--- config.mk ---
export PLATFORM = sky130hd
export DESIGN_NAME = eth_tx_fcs_pad
export DESIGN_NICKNAME = d
export VERILOG_FILES = /design/src/rtl/eth_txfcs_pkg.sv /design/src/rtl/tx_crc32.sv /design/src/rtl/tx_frame_ctl.sv /design/src/rtl/eth_tx_fcs_pad.sv
export SDC_FILE = /design/constraint.sdc
export NUM_CORES = 1
export LEC_CHECK = 0
export BUFFER_PORTS_ARGS = -buffer_cell sky130_fd_sc_hd__buf_2
export CORE_MARGIN = 3
export CORE_UTILIZATION = 31
export CTS_BUF_LIST = sky130_fd_sc_hd__clkbuf_16
export DETAILED_ROUTE_END_ITERATION = 6
export PLACE_DENSITY = 0.52
export SLEW_MARGIN = 20
export SYNTH_ARGS = -nofsm -noshare
export SYNTH_HDL_FRONTEND = slang
export SYNTH_SLANG_ARGS = --single-unit
--- constraint.sdc ---
create_clock -name clk -period 9.17 [get_ports clk]
set_input_delay 1.834 -clock clk [delete_from_list [all_inputs] [get_ports clk]]
set_output_delay 1.834 -clock clk [all_outputs]
set_load 0.02 [all_outputs]
--- src/rtl/eth_txfcs_pkg.sv ---
// Shared types and the CRC step function for the transmit pad/FCS inserter.
// Assumes the reflected (LSB-first) form of the Ethernet CRC-32.
package eth_txfcs_pkg;

    localparam logic [31:0] CRC_POLY_REFL = 32'hEDB88320;

    typedef enum logic [2:0] {
        ST_IDLE,
        ST_BODY,
        ST_PAD,
        ST_FCS,
        ST_DROP
    } txf_state_e;

    // Advance a reflected CRC-32 remainder by one byte, LSB first.
    function automatic logic [31:0] crc32_byte(input logic [31:0] c_in, input logic [7:0] d);
        logic [31:0] c;
        c = c_in;
        for (int i = 0; i < 8; i++) begin
            if (c[0] ^ d[i]) c = (c >> 1) ^ CRC_POLY_REFL;
            else             c = c >> 1;
        end
        return c;
    endfunction

endpackage

--- src/rtl/tx_crc32.sv ---
// CRC-32 accumulator. On a step it folds one byte into the remainder.
// When start is high, it folds from the all-ones seed instead of the
// stored value. Assumes the caller steps only on bytes that are transferred.
module tx_crc32
    import eth_txfcs_pkg::*;
(
    input  logic        clk,
    input  logic        rst_n,
    input  logic        start,
    input  logic        step,
    input  logic [7:0]  data,
    output logic [31:0] crc_q
);

    logic [31:0] crc_base;

    // Pick the seed for the first byte of a frame, else the running remainder
    always_comb crc_base = start ? 32'hFFFF_FFFF : crc_q;

    // Update the remainder on every transferred data or pad byte
    always_ff @(posedge clk) begin
        if (!rst_n)    crc_q <= 32'hFFFF_FFFF;
        else if (step) crc_q <= crc32_byte(crc_base, data);
    end

    AST_CRC_IDLE_STABLE: assert property (@(posedge clk) disable iff (!rst_n)
        !step |=> $stable(crc_q));

endmodule

--- src/rtl/tx_frame_ctl.sv ---
// Frame sequencer for the transmit pad/FCS inserter.
// It passes data bytes straight through, then adds zero pad bytes and FCS
// bytes as the latched mode asks. With oversize frames disallowed, it cuts
// a frame at the maximum length. Assumes cfg_huge_en and cfg_max_len are
// stable within a frame and cfg_max_len >= 1. The mode is latched on the
// start byte.
module tx_frame_ctl
    import eth_txfcs_pkg::*;
#(
    parameter int LEN_W    = 16,
    parameter int MIN_DATA = 60,
    parameter int FCS_LEN  = 4
) (
    input  logic             clk,
    input  logic             rst_n,
    input  logic             cfg_pad_crc_en,
    input  logic             cfg_crc_en,
    input  logic             cfg_huge_en,
    input  logic [LEN_W-1:0] cfg_max_len,
    input  logic             pkt_pad_crc_en,
    input  logic             in_valid,
    output logic             in_ready,
    input  logic [7:0]       in_data,
    input  logic             in_sof,
    input  logic             in_eof,
    output logic             out_valid,
    input  logic             out_ready,
    output logic [7:0]       out_data,
    output logic             out_sof,
    output logic             out_eof,
    output logic             out_err,
    output logic             crc_start,
    output logic             crc_step,
    input  logic [31:0]      crc_q
);

    localparam int                 IDX_W   = $clog2(FCS_LEN);
    localparam logic [LEN_W-1:0]   MIN_LEN = LEN_W'(MIN_DATA);
    localparam logic [IDX_W-1:0]   IDX_END = IDX_W'(FCS_LEN - 1);

    txf_state_e       state_q, state_d;
    logic [LEN_W-1:0] cnt_q, byte_num;
    logic [IDX_W-1:0] idx_q;
    logic             mode_pad_q, mode_crc_q;
    logic             live_pad, live_crc, use_pad, use_crc;
    logic             is_head, pass_beat, trunc, fire_out;
    logic [31:0]      fcs_word;

    // Mode requests as seen now; the pad request outranks the FCS-only request
    always_comb begin
        live_pad = cfg_pad_crc_en | pkt_pad_crc_en;
        live_crc = live_pad | cfg_crc_en;
        is_head  = (state_q == ST_IDLE);
        use_pad  = is_head ? live_pad : mode_pad_q;
        use_crc  = is_head ? live_crc : mode_crc_q;
    end

    // Position of the current data byte and the length-limit decision
    always_comb begin
        pass_beat = (is_head && in_sof) || (state_q == ST_BODY);
        byte_num  = is_head ? LEN_W'(1) : cnt_q + LEN_W'(1);
        trunc     = pass_beat && !cfg_huge_en && (byte_num == cfg_max_len) && !in_eof;
        fcs_word  = ~crc_q;
    end

    // Output stream and input back-pressure for each state
    always_comb begin
        out_valid = 1'b0;
        out_data  = 8'h00;
        out_sof   = 1'b0;
        out_eof   = 1'b0;
        out_err   = 1'b0;
        in_ready  = 1'b0;
        unique case (state_q)
            ST_IDLE, ST_BODY: begin
                if (pass_beat) begin
                    out_valid = in_valid;
                    out_data  = in_data;
                    out_sof   = is_head;
                    out_eof   = (in_eof && !use_crc) || trunc;
                    out_err   = trunc;
                    in_ready  = out_ready;
                end else begin
                    in_ready  = 1'b1;
                end
            end
            ST_PAD: out_valid = 1'b1;
            ST_FCS: begin
                out_valid = 1'b1;
                out_data  = fcs_word[8*idx_q +: 8];
                out_eof   = (idx_q == IDX_END);
            end
            ST_DROP: in_ready = 1'b1;
            default: in_ready = 1'b0;
        endcase
        fire_out  = out_valid && out_ready;
        crc_start = is_head;
        crc_step  = fire_out && (pass_beat || state_q == ST_PAD);
    end

    // Frame sequencing: data, then optional pad, then optional FCS
    always_comb begin
        state_d = state_q;
        unique case (state_q)
            ST_IDLE, ST_BODY: begin
                if (fire_out) begin
                    if (trunc)        state_d = ST_DROP;
                    else if (!in_eof) state_d = ST_BODY;
                    else if (!use_crc) state_d = ST_IDLE;
                    else if (use_pad && byte_num < MIN_LEN) state_d = ST_PAD;
                    else              state_d = ST_FCS;
                end
            end
            ST_PAD:  if (fire_out && cnt_q + LEN_W'(1) == MIN_LEN) state_d = ST_FCS;
            ST_FCS:  if (fire_out && idx_q == IDX_END) state_d = ST_IDLE;
            ST_DROP: if (in_valid && in_eof) state_d = ST_IDLE;
            default: state_d = ST_IDLE;
        endcase
    end

    // State, byte counter, FCS byte index and latched mode registers
    always_ff @(posedge clk) begin
        if (!rst_n) begin
            state_q    <= ST_IDLE;
            cnt_q      <= '0;
            idx_q      <= '0;
            mode_pad_q <= 1'b0;
            mode_crc_q <= 1'b0;
        end else begin
            state_q <= state_d;
            if (fire_out && pass_beat)         cnt_q <= byte_num;
            else if (fire_out && state_q == ST_PAD) cnt_q <= cnt_q + LEN_W'(1);
            if (state_q != ST_FCS)             idx_q <= '0;
            else if (fire_out)                 idx_q <= idx_q + IDX_W'(1);
            if (fire_out && is_head) begin
                mode_pad_q <= live_pad;
                mode_crc_q <= live_crc;
            end
        end
    end

    AST_PAD_BELOW_MIN: assert property (@(posedge clk) disable iff (!rst_n)
        (state_q == ST_PAD) |-> (cnt_q < MIN_LEN) && mode_pad_q);
    AST_FCS_NEEDS_MODE: assert property (@(posedge clk) disable iff (!rst_n)
        (state_q == ST_FCS) |-> mode_crc_q);
    AST_FCS_HOLD: assert property (@(posedge clk) disable iff (!rst_n)
        (state_q == ST_FCS && !out_ready) |=> (state_q == ST_FCS) && $stable(idx_q));
    AST_NO_OVERRUN: assert property (@(posedge clk) disable iff (!rst_n)
        (state_q == ST_BODY && !cfg_huge_en) |-> (cnt_q < cfg_max_len));
    AST_DROP_QUIET: assert property (@(posedge clk) disable iff (!rst_n)
        (state_q == ST_DROP) |-> !out_valid && in_ready);
    AST_MODE_HELD: assert property (@(posedge clk) disable iff (!rst_n)
        (state_q != ST_IDLE) |=> $stable(mode_pad_q) && $stable(mode_crc_q));

endmodule

--- src/rtl/eth_tx_fcs_pad.sv ---
// Top level of the transmit pad/FCS inserter. It joins the frame sequencer
// and the CRC accumulator. The data path is combinational from input to
// output. Only the sequencer state and the CRC remainder are registered.
module eth_tx_fcs_pad #(
    parameter int LEN_W    = 16,
    parameter int MIN_DATA = 60
) (
    input  logic             clk,
    input  logic             rst_n,
    input  logic             cfg_pad_crc_en,
    input  logic             cfg_crc_en,
    input  logic             cfg_huge_en,
    input  logic [LEN_W-1:0] cfg_max_len,
    input  logic             pkt_pad_crc_en,
    input  logic             in_valid,
    output logic             in_ready,
    input  logic [7:0]       in_data,
    input  logic             in_sof,
    input  logic             in_eof,
    output logic             out_valid,
    input  logic             out_ready,
    output logic [7:0]       out_data,
    output logic             out_sof,
    output logic             out_eof,
    output logic             out_err
);

    logic        crc_start, crc_step;
    logic [31:0] crc_q;

    tx_frame_ctl #(.LEN_W(LEN_W), .MIN_DATA(MIN_DATA), .FCS_LEN(4)) u_ctl (
        .clk            (clk),
        .rst_n          (rst_n),
        .cfg_pad_crc_en (cfg_pad_crc_en),
        .cfg_crc_en     (cfg_crc_en),
        .cfg_huge_en    (cfg_huge_en),
        .cfg_max_len    (cfg_max_len),
        .pkt_pad_crc_en (pkt_pad_crc_en),
        .in_valid       (in_valid),
        .in_ready       (in_ready),
        .in_data        (in_data),
        .in_sof         (in_sof),
        .in_eof         (in_eof),
        .out_valid      (out_valid),
        .out_ready      (out_ready),
        .out_data       (out_data),
        .out_sof        (out_sof),
        .out_eof        (out_eof),
        .out_err        (out_err),
        .crc_start      (crc_start),
        .crc_step       (crc_step),
        .crc_q          (crc_q)
    );

    tx_crc32 u_crc (
        .clk   (clk),
        .rst_n (rst_n),
        .start (crc_start),
        .step  (crc_step),
        .data  (out_data),
        .crc_q (crc_q)
    );

endmodule

==> flow_summary.ini, run 1 <==
[synth]
synth_edf_count = 0
synth_fa_ha_area_frac = 0.00801
synth_ff_type = dfxtp_1
synth_top_area_frac = 0.235
async_flop_share = 0
yosys_warnings = 0
synth_cell_types = 76
avgSynthCellArea_um2 = 7.83
synth_compound_area_frac = 0.240
synth_commonest_cells = nor2_1, dfxtp_1, xnor2_1, nand2_1, o211ai_1
synth_top_family_by_area = simple AND/OR/NAND/NOR gates
ys_ff_latch = 55
muxShareOfSynthArea = 0.0430
ys_seq_area_frac = 0.235
synth-simple-area-share = 0.262
netlist_area_mm2 = 0.00468
synth_area_leaders = dfxtp_1, xnor2_1, o211ai_1
synth_most_common_cell = nor2_1
synth_cells = 598
syn_nets = 635
yosys.area.top_type = dfxtp_1
synth_xor_area_frac = 0.166

[worst_setup_path]
r2r_start = u_ctl.state_q[0]
critPathMaxFanout = 11
start_kind = flip-flop
r2r_slack_ns = 5.29
critPathArrivalTime_ns = 4.23
critical_path.endpoint_type = output port
max_stage_delay_ns = 0.61
critPathBufInv = 1
cp_cell_sequence = ha_1 -> nand3_1 -> or4_1 -> a21oi_1 -> xor2_1 -> a21o_1 -> or4_1 -> o41ai_1 -> a32o_1 -> buf_2
ff2ff_path_depth = 9
slowest_stage = o41ai_1
rr_endpoint = u_ctl.cnt_q[2]
cpMostUsedCell = or4_1
cp.required_ns = 7.34
crit_type = reg -> out
cp-startpoint = u_ctl.cnt_q[0]
worst-path-stages = 10
crit_end = out_eof
critPathTopFamily = simple AND/OR/NAND/NOR gates

[floorplanning]
die_h_um = 129
dieWidth_um = 129
die_area_mm2 = 0.0166
pin_count = 47
num_rows = 44
core_area_mm2 = 0.0146
start_util = 0.320

[min_path]
hold_class = reg -> reg

[sta]
drv_slew = 0
fin_setup_tns_ns = 0
finalClockSkew_ns = 0.00937
worstMarginPinSlew_ns = 0.890
max-slew-margin-rel = 0.403
rsz0062_at_grt = false
max_freq_mhz = 165
finalWorstSetupSlack_ns = 3.11
post-route-min-period_ns = 6.06
finalSetupViolCount = 0
hold_violations = 0
fin_crit_sh = 0.661

[placement]
place_area_mm2 = 0.00502
place.gp.congestion = 0.865
dpl_worst_slack_ns = 3.10
port_buffers = 46
place_hpwl_mm = 10.0

[clocking]
cts_buffer_depth = 2
clock_latency_ns = 0.30
clk_pin_slew_ns = 0.07
cts_root_buf = clkbuf_16
cts_sinks = 55
cts_setup_buffers = 0
cts_tree = built
hold_buffers = 0
cts_buffers = 5
htree_levels = 2
cts_resized = 0

[route]
drt_first_pass_iters = 5
routed-via-count = 4506
viasPerCell = 5.63
drtAntennaViolNets = 0
drc_errors = 0
drt_iter0_drc = 429
wl_per_cell_um = 17.3
routed_wl_mm = 13.8

[power_and_ir_drop]
vdd_drop_max_mv = 0.0664
p_total_w = 0.000694
p_leak_nw = 1.89
cellPowerDensity_mw_per_mm2 = 134

[run_status]
outcome = finished, final reports clean

[cells_and_area]
diodes = 0
seq_area_mm2 = 0.00110
nets = 654
fin_area_mm2 = 0.00518
multi_input_area_mm2 = 0.00338
nFillCells = 1544
syn_to_final_growth_pct = 10.6
finish.utilization = 0.354
layout-drive-gt1-share = 0.139

[global_routing]
grt_pass1_wl_mm = 22.1
overflow = 0
grt_usage = 0.166
grt_pass1_vias = 4115
grt_max_degree = 77
antenna_found_initial = 0

[flow_run]
cap_viol_max_count = 0
worst min path at each step:
stage                          from               to  slack [ns]  cells past startpoint
floorplan           u_crc.crc_q[24]  u_crc.crc_q[24]        0.46                      2
global placement    u_crc.crc_q[13]  u_crc.crc_q[13]        0.48                      2
detailed placement  u_crc.crc_q[24]  u_crc.crc_q[24]        0.49                      2
CTS                 u_crc.crc_q[10]  u_crc.crc_q[10]        0.50                      2
global route         u_crc.crc_q[2]   u_crc.crc_q[2]        0.52                      2
finish              u_crc.crc_q[18]  u_crc.crc_q[18]        0.50                      2
state kept, by name, indices dropped and copies added, names as in the netlist:
| name | count |
|---|---|
| u_crc.crc_q | 32 |
| u_ctl.cnt_q | 16 |
| u_ctl.idx_q | 2 |
| u_ctl.mode_crc_q | 1 |
| u_ctl.mode_pad_q | 1 |
| u_ctl.state_q | 3 |
routing by layer:
layer	share of wire	GRT usage	vias to the layer above
met2	0.48	0.281	124
met4	0.0086	0.0303	0
met5	0	0	-
met1	0.46	0.229	2148
met3	0.042	0.0228	14
li1	-	-	2220
area by class of cell:
class | instances | area share
inverters | 15 | 0.0109
multi-input cells | 491 | 0.653
clock inverters | 2 | 0.00652
clock buffers | 5 | 0.0241
flip-flops and latches | 55 | 0.213
well taps | 184 | 0.0444
repair buffers | 49 | 0.0488
per-stage QoR:
step	hold WS [ns]	instances
final	0.502	801
after global routing	0.524	801
after CTS	0.504	801
after detailed placement	0.490	794
after global placement	0.482	794
after floorplan	0.460	598
power breakdown:
part / switching [W] / total, W / internal, W
sequential: 0.0000125 / 0.000263 / 0.000250
combinational: 0.000129 / 0.000215 / 0.0000868
clock: 0.0000897 / 0.000216 / 0.000127
total: 0.000231 / 0.000694 / 0.000464
layout by cell type, fill, tap and decap left out, types with 16 or more instances in the layout:
cell type	synthesis	routed
a21oi_1	27	27
o211ai_1	44	44
o21ai_0	26	25
nor2_1	76	76
buf_2	11	46
nand3_1	17	17
a211oi_1	16	16
xnor2_1	53	53
xor2_1	16	16
dfxtp_1	55	55
nor3_1	23	23
nand2_1	49	49
tightest hold or removal path: cells and delay by family, from the launching register on:
| family | cells | cell delay (ns) |
|---|---|---|
| compound gates | 1 | 0.08 |
| simple gates | 1 | 0.06 |
| flops | 1 | 0.32 |
logic make-up (layout without fill, tap and decap cells):
logic type,after synthesis,in the layout
adder cells (fa/ha/maj),3,3
flip-flops,55,55
AO/OA/AOI/OAI,159,159
buffers and inverters,52,71
multiplexers,12,12
XOR/XNOR,76,76
AND/OR/NAND/NOR,241,241
No activity file was read; power rests on OpenSTA's default activity.
==> run 2: changes to the inputs <==
Clock period 9.17 ns to 6.3 ns, I/O delays scaled along.
==> run 2 against run 1 <==
Clock skew down 0.0041 ns. Largest cell class unchanged. First-iteration DRC count down 17%. Critical endpoint unchanged. Routed wire length shrank 1.1%. Critical path type unchanged. Largest power group unchanged. Register-to-register slack worse by 2.8 ns. Sequential cell count unchanged. Hold slack got worse by 0.0051 ns. Die area unchanged. Utilization down 0.068 points. Critical path depth unchanged. Clock power grew 32%. Via count decreased by 1.7%.
==> flow_summary.ini, run 2 (same netlist as run 1, synthesis figures left out) <==
[worst_setup_path]
r2r_start = u_ctl.state_q[1]
cp.required_ns = 5.04
critPathArrivalTime_ns = 4.19
crit_type = reg -> out
critPathMaxFanout = 11
start_kind = flip-flop
critical_path.endpoint_type = output port
r2r_slack_ns = 2.48
rr_endpoint = u_crc.crc_q[19]
ff2ff_path_depth = 8

[clocking]
cts_sinks = 55
hold_buffers = 0
htree_levels = 2
clk_pin_slew_ns = 0.08
cts_resized = 0
clock_latency_ns = 0.30
cts_root_buf = clkbuf_16
cts_setup_buffers = 0
cts_buffers = 5
cts_tree = built
cts_buffer_depth = 2

[global_routing]
grt_pass1_vias = 4191
grt_usage = 0.167
antenna_found_initial = 0
grt_max_degree = 58
overflow = 0
grt_pass1_wl_mm = 22.4

[route]
routed_wl_mm = 13.7
wl_per_cell_um = 17.0
routed-via-count = 4429
drt_iter0_drc = 358
drtAntennaViolNets = 0
drt_first_pass_iters = 5
viasPerCell = 5.52
drc_errors = 0

[power_and_ir_drop]
cellPowerDensity_mw_per_mm2 = 190
pwr-share-clk = 0.290
p_leak_nw = 1.88
vdd_drop_max_mv = 0.126
power.net_switching_w = 0.000345
p_comb_frac = 0.323
swShare = 0.352
p_seq_frac = 0.387
internal_power_w = 0.000637

[cells_and_area]
layout_commonest_cell = nor2_1
largest_reg_flops = 32
reg.largest.list = u_crc.crc_q (32), u_ctl.cnt_q (16), u_ctl.state_q (3)
layout_common_cells = nor2_1, dfxtp_1, xnor2_1
nFillCells = 1538
nets = 655
diodes = 0
instances_no_fill = 803
layout-drive-gt1-share = 0.142
seq_area_mm2 = 0.00110
top_register = u_crc.crc_q
syn_to_final_growth_pct = 10.4
fin_area_mm2 = 0.00517
multi_input_area_mm2 = 0.00338

[sta]
whs_ns = 0.497
max-slew-margin-rel = 0.422
worstMarginPinSlew_ns = 0.864
max_freq_mhz = 184
post-route-min-period_ns = 5.45
fin_crit_sh = 0.865
drv_slew = 0
hold_violations = 0
finalClockSkew_ns = 0.00529
rsz0062_at_grt = false
finalSetupViolCount = 0
fin_setup_tns_ns = 0

[min_path]
hold_class = reg -> reg
hold_depth = 2
min_from = u_crc.crc_q[18]
worstHoldEndpoint = u_crc.crc_q[18]

[floorplanning]
die_h_um = 129
pin_count = 47
core_area_mm2 = 0.0146
start_util = 0.320
dieWidth_um = 129
num_rows = 44
die_area_mm2 = 0.0166

[placement]
port_buffers = 46
dp.cells = 795
place_area_mm2 = 0.00503
place.gp.congestion = 0.883
place_hpwl_mm = 10.1

[run_status]
outcome = finished, final reports clean

[flow_run]
cap_viol_max_count = 0
-- run 2: cell types whose count changed in the layout (fill, tap and decap cells not counted) --
cell,previous run,this run
clkinvlp_4,0,1
bufinv_16,1,0
clkinv_2,0,1
buf_4,3,4
-- run 2: power by group through the flow --
stage                     clock, W  sequential [W]  combinational, W
after CTS                 0.000292        0.000380          0.000319
final                     0.000285        0.000380          0.000318
after floorplan                  0        0.000382          0.000240
after detailed placement         0        0.000387          0.000318
after global routing      0.000309        0.000382          0.000347
after global placement           0        0.000387          0.000315
-- run 2: critical path, cell delays in order (launching register included) --
cell and delay (ns):
dfxtp_1 0.53, ha_1 0.30, nand3_1 0.37, or4_1 0.58
a21oi_1 0.20, xor2_1 0.10, a21o_1 0.15, or4_1 0.53
o41ai_1 0.69, a32o_1 0.27, buf_2 0.16
-- run 2: layout make-up --
| type | instances | share of cell area |
|---|---|---|
| Timing Repair Buffer | 50 | 0.0503 |
| Multi-Input combinational cell | 491 | 0.654 |
| Tap cell | 184 | 0.0445 |
| Sequential cell | 55 | 0.213 |
| Inverter | 15 | 0.0109 |
| Clock inverter | 3 | 0.00315 |
| Clock buffer | 5 | 0.0242 |
-- run 2: worst max path at each step --
stage / endpoint / startpoint / cells past startpoint / slack [ns]
after floorplan: out_eof / cfg_max_len[0] / 7 / 2.06
after global placement: out_eof / u_ctl.cnt_q[0] / 10 / 1.30
after global routing: out_eof / u_ctl.cnt_q[0] / 10 / 0.56
final: out_eof / u_ctl.cnt_q[0] / 10 / 0.85
after CTS: out_eof / u_ctl.cnt_q[0] / 10 / 0.88
after detailed placement: out_eof / u_ctl.cnt_q[0] / 10 / 1.22
-- run 2: per-layer routing --
layer | track usage | share of wire | vias up
met5 | 0 | 0 | -
met2 | 0.282 | 0.49 | 100
met1 | 0.227 | 0.47 | 2103
met3 | 0.0249 | 0.037 | 11
met4 | 0.0296 | 0.0083 | 0
li1 | - | - | 2215
-- run 2: metrics by stage --
stage / power [W] / util / setup slack (ns)
global placement: 0.000702 / 0.343 / 1.30
detailed placement: 0.000705 / 0.343 / 1.22
floorplan: 0.000622 / - / 2.06
finish: 0.000982 / 0.353 / 0.851
CTS: 0.000991 / 0.353 / 0.882
global route: 0.00104 / 0.353 / 0.562
